**src/rtl/icsu_pkg.sv**
```systemverilog
package icsu_pkg;

  typedef enum logic [1:0] {
    OP_RAISE = 2'd0,
    OP_PEEK  = 2'd1,
    OP_WHO   = 2'd2,
    OP_CLEAR = 2'd3
  } icsu_op_e;

endpackage

```
**src/rtl/icsu_rst_sync.sv**
```systemverilog
module icsu_rst_sync #(
  parameter int STAGES = 2
) (
  input  logic clk,
  input  logic rst_n,
  output logic rst_q_n
);

  logic [STAGES-1:0] chain_q;
  logic [STAGES-1:0] chain_d;

  always_comb begin
    chain_d = {chain_q[STAGES-2:0], 1'b1};
  end

  always_ff @(posedge clk or negedge rst_n) begin
    if (!rst_n) chain_q <= '0;
    else        chain_q <= chain_d;
  end

  assign rst_q_n = chain_q[STAGES-1];

endmodule

```
**src/rtl/icsu_decode.sv**
```systemverilog
module icsu_decode
  import icsu_pkg::*;
#(
  parameter int NUM_CORES = 4,
  parameter int PARAM_W   = 8,
  localparam int ID_W     = $clog2(NUM_CORES),
  localparam int CELLS    = NUM_CORES * NUM_CORES
) (
  input  logic               cmd_valid,
  input  logic [ID_W-1:0]    cmd_core,
  input  logic [1:0]         cmd_op,
  input  logic [PARAM_W-1:0] cmd_param,
  output logic [CELLS-1:0]   set_vec,
  output logic [CELLS-1:0]   clr_vec
);

  icsu_op_e       op;
  logic           param_ok;
  logic           core_ok;
  logic           do_raise;
  logic           do_clear;
  logic [ID_W-1:0] sel;

  always_comb begin
    op       = icsu_op_e'(cmd_op);
    param_ok = cmd_param < PARAM_W'(NUM_CORES);
    core_ok  = {1'b0, cmd_core} < (ID_W+1)'(NUM_CORES);
    sel      = cmd_param[ID_W-1:0];
    do_raise = cmd_valid && param_ok && core_ok && (op == OP_RAISE);
    do_clear = cmd_valid && param_ok && core_ok && (op == OP_CLEAR);
  end

  // cell index = sender * NUM_CORES + target
  for (genvar s = 0; s < NUM_CORES; s++) begin : g_snd
    for (genvar t = 0; t < NUM_CORES; t++) begin : g_tgt
      if (s == t) begin : g_diag
        assign set_vec[s*NUM_CORES+t] = 1'b0;
        assign clr_vec[s*NUM_CORES+t] = 1'b0;
      end else begin : g_cell
        assign set_vec[s*NUM_CORES+t] = do_raise && (cmd_core == ID_W'(s)) && (sel == ID_W'(t));
        assign clr_vec[s*NUM_CORES+t] = do_clear && (cmd_core == ID_W'(t)) && (sel == ID_W'(s));
      end
    end
  end

endmodule

```
**src/rtl/icsu_matrix.sv**
```systemverilog
module icsu_matrix #(
  parameter int NUM_CORES = 4,
  localparam int CELLS    = NUM_CORES * NUM_CORES
) (
  input  logic                 clk,
  input  logic                 rst_n,
  input  logic [CELLS-1:0]     set_vec,
  input  logic [CELLS-1:0]     clr_vec,
  output logic [CELLS-1:0]     pend,
  output logic [NUM_CORES-1:0] line
);

  for (genvar c = 0; c < CELLS; c++) begin : g_bit
    logic bit_en;
    logic bit_d;
    logic bit_q;

    always_comb begin
      bit_en = set_vec[c] | clr_vec[c];
      bit_d  = set_vec[c];
    end

    always_ff @(posedge clk or negedge rst_n) begin
      if (!rst_n)      bit_q <= 1'b0;
      else if (bit_en) bit_q <= bit_d;
    end

    assign pend[c] = bit_q;
  end

  for (genvar t = 0; t < NUM_CORES; t++) begin : g_line
    logic [NUM_CORES-1:0] col;
    for (genvar s = 0; s < NUM_CORES; s++) begin : g_col
      assign col[s] = pend[s*NUM_CORES+t];
    end
    assign line[t] = |col;
  end

endmodule

```
**src/rtl/icsu_readback.sv**
```systemverilog
module icsu_readback
  import icsu_pkg::*;
#(
  parameter int NUM_CORES = 4,
  parameter int PARAM_W   = 8,
  parameter int DATA_W    = 32,
  localparam int ID_W     = $clog2(NUM_CORES),
  localparam int CELLS    = NUM_CORES * NUM_CORES
) (
  input  logic                 clk,
  input  logic                 rst_n,
  input  logic                 cmd_valid,
  input  logic [ID_W-1:0]      cmd_core,
  input  logic [1:0]           cmd_op,
  input  logic [PARAM_W-1:0]   cmd_param,
  input  logic [CELLS-1:0]     pend,
  input  logic [NUM_CORES-1:0] line,
  output logic [DATA_W-1:0]    rdata
);

  logic [NUM_CORES-1:0] col [NUM_CORES];
  logic [DATA_W-1:0]    rd_d;
  logic                 rd_en;
  logic [DATA_W-1:0]    rd_q;
  icsu_op_e             op;
  logic                 param_ok;
  logic                 core_ok;

  for (genvar t = 0; t < NUM_CORES; t++) begin : g_t
    for (genvar s = 0; s < NUM_CORES; s++) begin : g_s
      assign col[t][s] = pend[s*NUM_CORES+t];
    end
  end

  always_comb begin
    op       = icsu_op_e'(cmd_op);
    param_ok = cmd_param < PARAM_W'(NUM_CORES);
    core_ok  = {1'b0, cmd_core} < (ID_W+1)'(NUM_CORES);
    rd_en    = cmd_valid && ((op == OP_PEEK) || (op == OP_WHO));
    rd_d     = '0;
    if (op == OP_PEEK) begin
      if (param_ok) rd_d = DATA_W'(line[cmd_param[ID_W-1:0]]);
    end else if (core_ok) begin
      rd_d = DATA_W'(col[cmd_core]);
    end
  end

  always_ff @(posedge clk or negedge rst_n) begin
    if (!rst_n)     rd_q <= '0;
    else if (rd_en) rd_q <= rd_d;
  end

  assign rdata = rd_q;

endmodule

```
**src/rtl/icsu.sv**
```systemverilog
module icsu #(
  parameter int NUM_CORES = 4,
  parameter int PARAM_W   = 8,
  parameter int DATA_W    = 32,
  localparam int ID_W     = $clog2(NUM_CORES),
  localparam int CELLS    = NUM_CORES * NUM_CORES
) (
  input  logic                 clk,
  input  logic                 rst_n,
  input  logic                 cmd_valid,
  input  logic [ID_W-1:0]      cmd_core,
  input  logic [1:0]           cmd_op,
  input  logic [PARAM_W-1:0]   cmd_param,
  output logic [DATA_W-1:0]    rdata,
  output logic [NUM_CORES-1:0] irq_o
);

  logic             rst_q_n;
  logic [CELLS-1:0] set_vec;
  logic [CELLS-1:0] clr_vec;
  logic [CELLS-1:0] pend;

  icsu_rst_sync #(.STAGES(2)) u_rst (
    .clk     (clk),
    .rst_n   (rst_n),
    .rst_q_n (rst_q_n)
  );

  icsu_decode #(.NUM_CORES(NUM_CORES), .PARAM_W(PARAM_W)) u_dec (
    .cmd_valid (cmd_valid),
    .cmd_core  (cmd_core),
    .cmd_op    (cmd_op),
    .cmd_param (cmd_param),
    .set_vec   (set_vec),
    .clr_vec   (clr_vec)
  );

  icsu_matrix #(.NUM_CORES(NUM_CORES)) u_mat (
    .clk     (clk),
    .rst_n   (rst_q_n),
    .set_vec (set_vec),
    .clr_vec (clr_vec),
    .pend    (pend),
    .line    (irq_o)
  );

  icsu_readback #(.NUM_CORES(NUM_CORES), .PARAM_W(PARAM_W), .DATA_W(DATA_W)) u_rb (
    .clk       (clk),
    .rst_n     (rst_q_n),
    .cmd_valid (cmd_valid),
    .cmd_core  (cmd_core),
    .cmd_op    (cmd_op),
    .cmd_param (cmd_param),
    .pend      (pend),
    .line      (irq_o),
    .rdata     (rdata)
  );

endmodule

```
**config.mk**
```make
export PLATFORM = sky130hd
export DESIGN_NAME = icsu
export DESIGN_NICKNAME = d
export VERILOG_FILES = /design/src/rtl/icsu_pkg.sv /design/src/rtl/icsu_rst_sync.sv /design/src/rtl/icsu_decode.sv /design/src/rtl/icsu_matrix.sv /design/src/rtl/icsu_readback.sv /design/src/rtl/icsu.sv
export SDC_FILE = /design/constraint.sdc
export NUM_CORES = 1
export LEC_CHECK = 0
export BUFFER_PORTS_ARGS = -buffer_cell sky130_fd_sc_hd__buf_4
export CAP_MARGIN = 20
export CORE_AREA = 8 8 61 63
export DETAILED_ROUTE_END_ITERATION = 8
export DIE_AREA = 0 0 69 71
export PLACE_DENSITY = 0.76
export SKIP_LAST_GASP = 1
export SLEW_MARGIN = 10
export SYNTH_ARGS = -nofsm -noshare
export SYNTH_HDL_FRONTEND = slang
export SYNTH_SLANG_ARGS = --single-unit
export TNS_END_PERCENT = 1
```
**constraint.sdc**
```tcl
create_clock -name clk -period 1.05 [get_ports clk]
set_input_delay 0.1575 -clock clk [delete_from_list [all_inputs] [get_ports clk]]
set_output_delay 0.1575 -clock clk [all_outputs]
set_load 0.1 [all_outputs]
```
==> summary.txt <==
Run status
  • Outcome: finished, violations left
  • Failing checks: negative setup slack

Die
  • Initial core utilization: 0.443
  • I/O pin total: 51
  • Core area: 2850 µm²
  • Die height: 71 µm
  • Die width: 69 µm
  • Full die area: 4900 µm²
  • Row cnt: 20

Power
  • Switch share: 0.443
  • Cell Int Power: 1040 µW
  • Peak supply drop: 0.952 mV
  • Comb pwr share: 0.383
  • Seq pwr share: 0.377
  • Leak Pwr: 0.000895 µW
  • Power Density: 1040 nW/µm²
  • Net Sw Power: 824 µW
  • Clk pwr share: 0.240

Layout
  • Design Area, Final: 1790 µm²
  • Nets@finish: 218
  • Layout cells sized above 1: 0.407
  • Fillcell total: 239
  • ANT cells: 0
  • Finished Layout Cells: 232
  • Syn-to-layout area delta: 41.3%

Setup path
  • Slowest-stage cell, CP: dfrtp_1
  • Worst Path Arrival: 1.42 ns
  • CP Max Fanout: 2
  • CP cell instances: or3_4 > buf_6 > buf_12
  • Critical Path Max Stage Delay: 0.41 ns
  • Worst path required time: 0.89 ns
  • CP delay by family, top: flip-flops
  • Type of element launching the critical path: flop
  • Critical path type: flop to output pin
  • Crit. End Element: output pin
  • WP buf/inv: 2

CTS
  • Clk Tree Root Cell: clkbuf_4
  • Bufs on Longest Clock Path: 2
  • Clock sink total: 18
  • Worst-Skew Late Latency: 0.31 ns
  • H-tree lvl count: 1
  • CTS tree: built
  • Cts bufs inserted: 3
  • CTS clock-pin slew for the worst setup and hold paths: 0.10 ns

Global route
  • Antenna violations before repair: 0
  • Routing usage on met1: 0.145
  • First-pass GRT wire length: 6000 µm
  • Met3 global-route usage: 0.0531
  • Grt total ovfl: 0
  • Met2 GRT Util: 0.262
  • GRT Total Usage: 0.146
  • Most Crowded Layer GR: met2
  • Vias in the first global route: 1284
  • Largest net degree at the start of global routing: 17

Logic synthesis
  • Largest family of logic cells by synthesized area: buffers and inverters
  • Synth cell types: 37
  • Sequential share of the synthesized area: 0.356
  • Commonest cells in the netlist: buf_4, dfrtp_1, nand2_1, a21oi_1, nor3_1
  • XOR/XNOR Fraction of Synth Area: 0
  • Post-Synth Simple-Gate Area: 0.152
  • Synth Register Bits: 18
  • Multiplexer area fraction after synthesis: 0.0425
  • Synth Area in Compound Gates: 0.207
  • Dominant cell type by area after synthesis: dfrtp_1
  • Share of the synthesized area in the top cell type: 0.356
  • Adder-Cell Fraction of Synth Area: 0.0297
  • Top_reg_cell synth: dfrtp_1
  • Syn Area/Cell: 9.30 µm²
  • Ys Warns: 0
  • Gate Count Post-Synth: 136
  • Number of flops mapped to enable cells by yosys: 0
  • Top cells by area, synth: dfrtp_1, buf_4, ha_1, a21oi_1, a22o_1
  • Synth Cell Area: 1260 µm²
  • Count leader, synth: buf_4
  • Ys async rst share: 1.00

Placed design
  • Dpl cells: 223
  • Dpl hpwl: 2970 µm
  • Final Wtd Congestion: 0.907
  • Placed cell area: 1650 µm²
  • Number of port buffers: 22

Routing
  • Initial DRC Count: 44
  • ANT nets after route: 0
  • Drt first pass iters: 4
  • DR vias: 1222
  • Final WL: 3680 µm
  • WL per Instance: 15.9 µm
  • DR vias/cell: 5.27
  • DRC viols: 0

STA
  • F_max: 0.635 GHz
  • Final worst path period share: 1.50
  • Post-Route Setup TNS: -4.18 ns
  • Final worst slack: -0.526 ns
  • Final hold violation count: 0
  • Clock Skew: 0.00292 ns
  • Period minus WS final: 1.58 ns
  • Final setup violation count: 23
  • Unrepaired setup endpoints after global routing: yes
  • Slew Limit Fails: 0

Run
  • MaxCap Viol Count: 0

Min path
  • Worst Hold Class: input pin to flop
-- power by group through the flow --
stage | combinational, µW | clock (µW) | sequential, µW
detailed placement | 695 | 0 | 715
floorplan | 614 | 0 | 728
CTS | 705 | 467 | 702
global route | 741 | 489 | 703
finish | 714 | 446 | 702
global placement | 689 | 0 | 715
-- path summary, 6_finish.rpt --
| kind | slack, ns | cells past startpoint | to | start |
|---|---|---|---|---|
| setup / recovery | -0.53 | 3 | irq_o[0] | u_mat.g_bit[12].bit_q$_DFFE_PN0P_ |
| hold / removal | 0.07 | 2 | u_mat.g_bit[4].bit_q$_DFFE_PN0P_ | cmd_param[0] |
| setup reg to reg | -0.47 | 6 | u_rb.rdata[0]$_DFFE_PN0P_ | u_mat.g_bit[1].bit_q$_DFFE_PN0P_ |
| hold reg to reg | 0.20 | 1 | u_mat.g_bit[6].bit_q$_DFFE_PN0P_ | u_rst.chain_q[1]$_DFF_PN0_ |
| max in group asynchronous | 0.66 | 1 | u_mat.g_bit[1].bit_q$_DFFE_PN0P_ | u_rst.chain_q[1]$_DFF_PN0_ |
| min in group asynchronous | 0.14 | 2 | u_rst.chain_q[0]$_DFF_PN0_ | rst_n |
-- area by class of cell --
| cell class | count | area [µm²] | share of cell area |
|---|---|---|---|
| Timing Repair Buffer | 66 | 556 | 0.311 |
| Multi-Input combinational cell | 106 | 686 | 0.383 |
| Inverter | 5 | 18.8 | 0.0105 |
| Sequential cell | 18 | 450 | 0.252 |
| Tap cell | 33 | 41.3 | 0.0231 |
| Clock buffer | 4 | 36.3 | 0.0203 |
-- kinds of logic (layout without fill, tap and decap cells) --
| group | Yosys count | after routing |
|---|---|---|
| flops | 18 | 18 |
| mux | 5 | 5 |
| other cells | 2 | 29 |
| fa+ha+maj | 3 | 3 |
| simple gates | 33 | 33 |
| compound gates | 36 | 36 |
| buf+inv | 39 | 75 |
-- flip-flops by register name, summed over array words and instances, names as in the netlist --
name               count
u_rst.chain_q          2
u_rb.rdata             4
u_mat.g_bit.bit_q     12
-- repair_timing --
action | CTS | global route
pin swaps | 2 | 3
endpoints found under the hold margin | 2 | 0
endpoints found under the setup margin | 23 | 24
cloned | 0 | 0
resized for setup | 12 | 3
setup buffers | 1 | 3
hold buffers | 1 | 0
-- stage by stage --
stage / hold WS (ns) / util / power (µW) / setup slack [ns]
6_report: 0.0697 / 0.627 / 1860 / -0.526
5_1_grt: 0.0523 / 0.627 / 1930 / -0.554
4_1_cts: 0.0550 / 0.614 / 1870 / -0.525
3_5_place_dp: -0.0583 / 0.578 / 1410 / -0.464
3_3_place_gp: -0.0594 / 0.578 / 1400 / -0.416
2_1_floorplan: -0.138 / - / 1340 / -0.558
-- cell usage in the layout (no fill, tap or decap) --
master and count:
a22oi_2 1, clkbuf_4 3, o21ai_1 4, and4_1 1, nor4_4 1, mux2_2 2
inv_1 5, o41ai_2 2, a22o_1 4, a21oi_1 7, o21ai_0 3, o41ai_1 4
nor4_1 1, nor3_1 7, nand4_1 1, or3_4 4, a2bb2oi_1 1, o31ai_1 4
nor2_1 3, a31oi_1 3, nand2b_1 3, mux2i_1 2, nand2_1 8, dfrtp_1 18
nor2b_1 2, dlygate4sd3_1 1, o2111ai_2 1, o32ai_1 1, ha_1 3, buf_4 59
mux2_1 1, conb_1 29, buf_12 4, clkbuf_8 1, nand4_2 1, buf_6 2
nand3_1 1, o22ai_1 1
-- per-layer routing --
metal / wire (µm) / vias to the layer above
met2: 1890 / 53
met1: 1380 / 587
met4: 130 / 0
met5: 0 / -
li1: - / 568
met3: 278 / 14
Power figures use the tool's default switching activity.
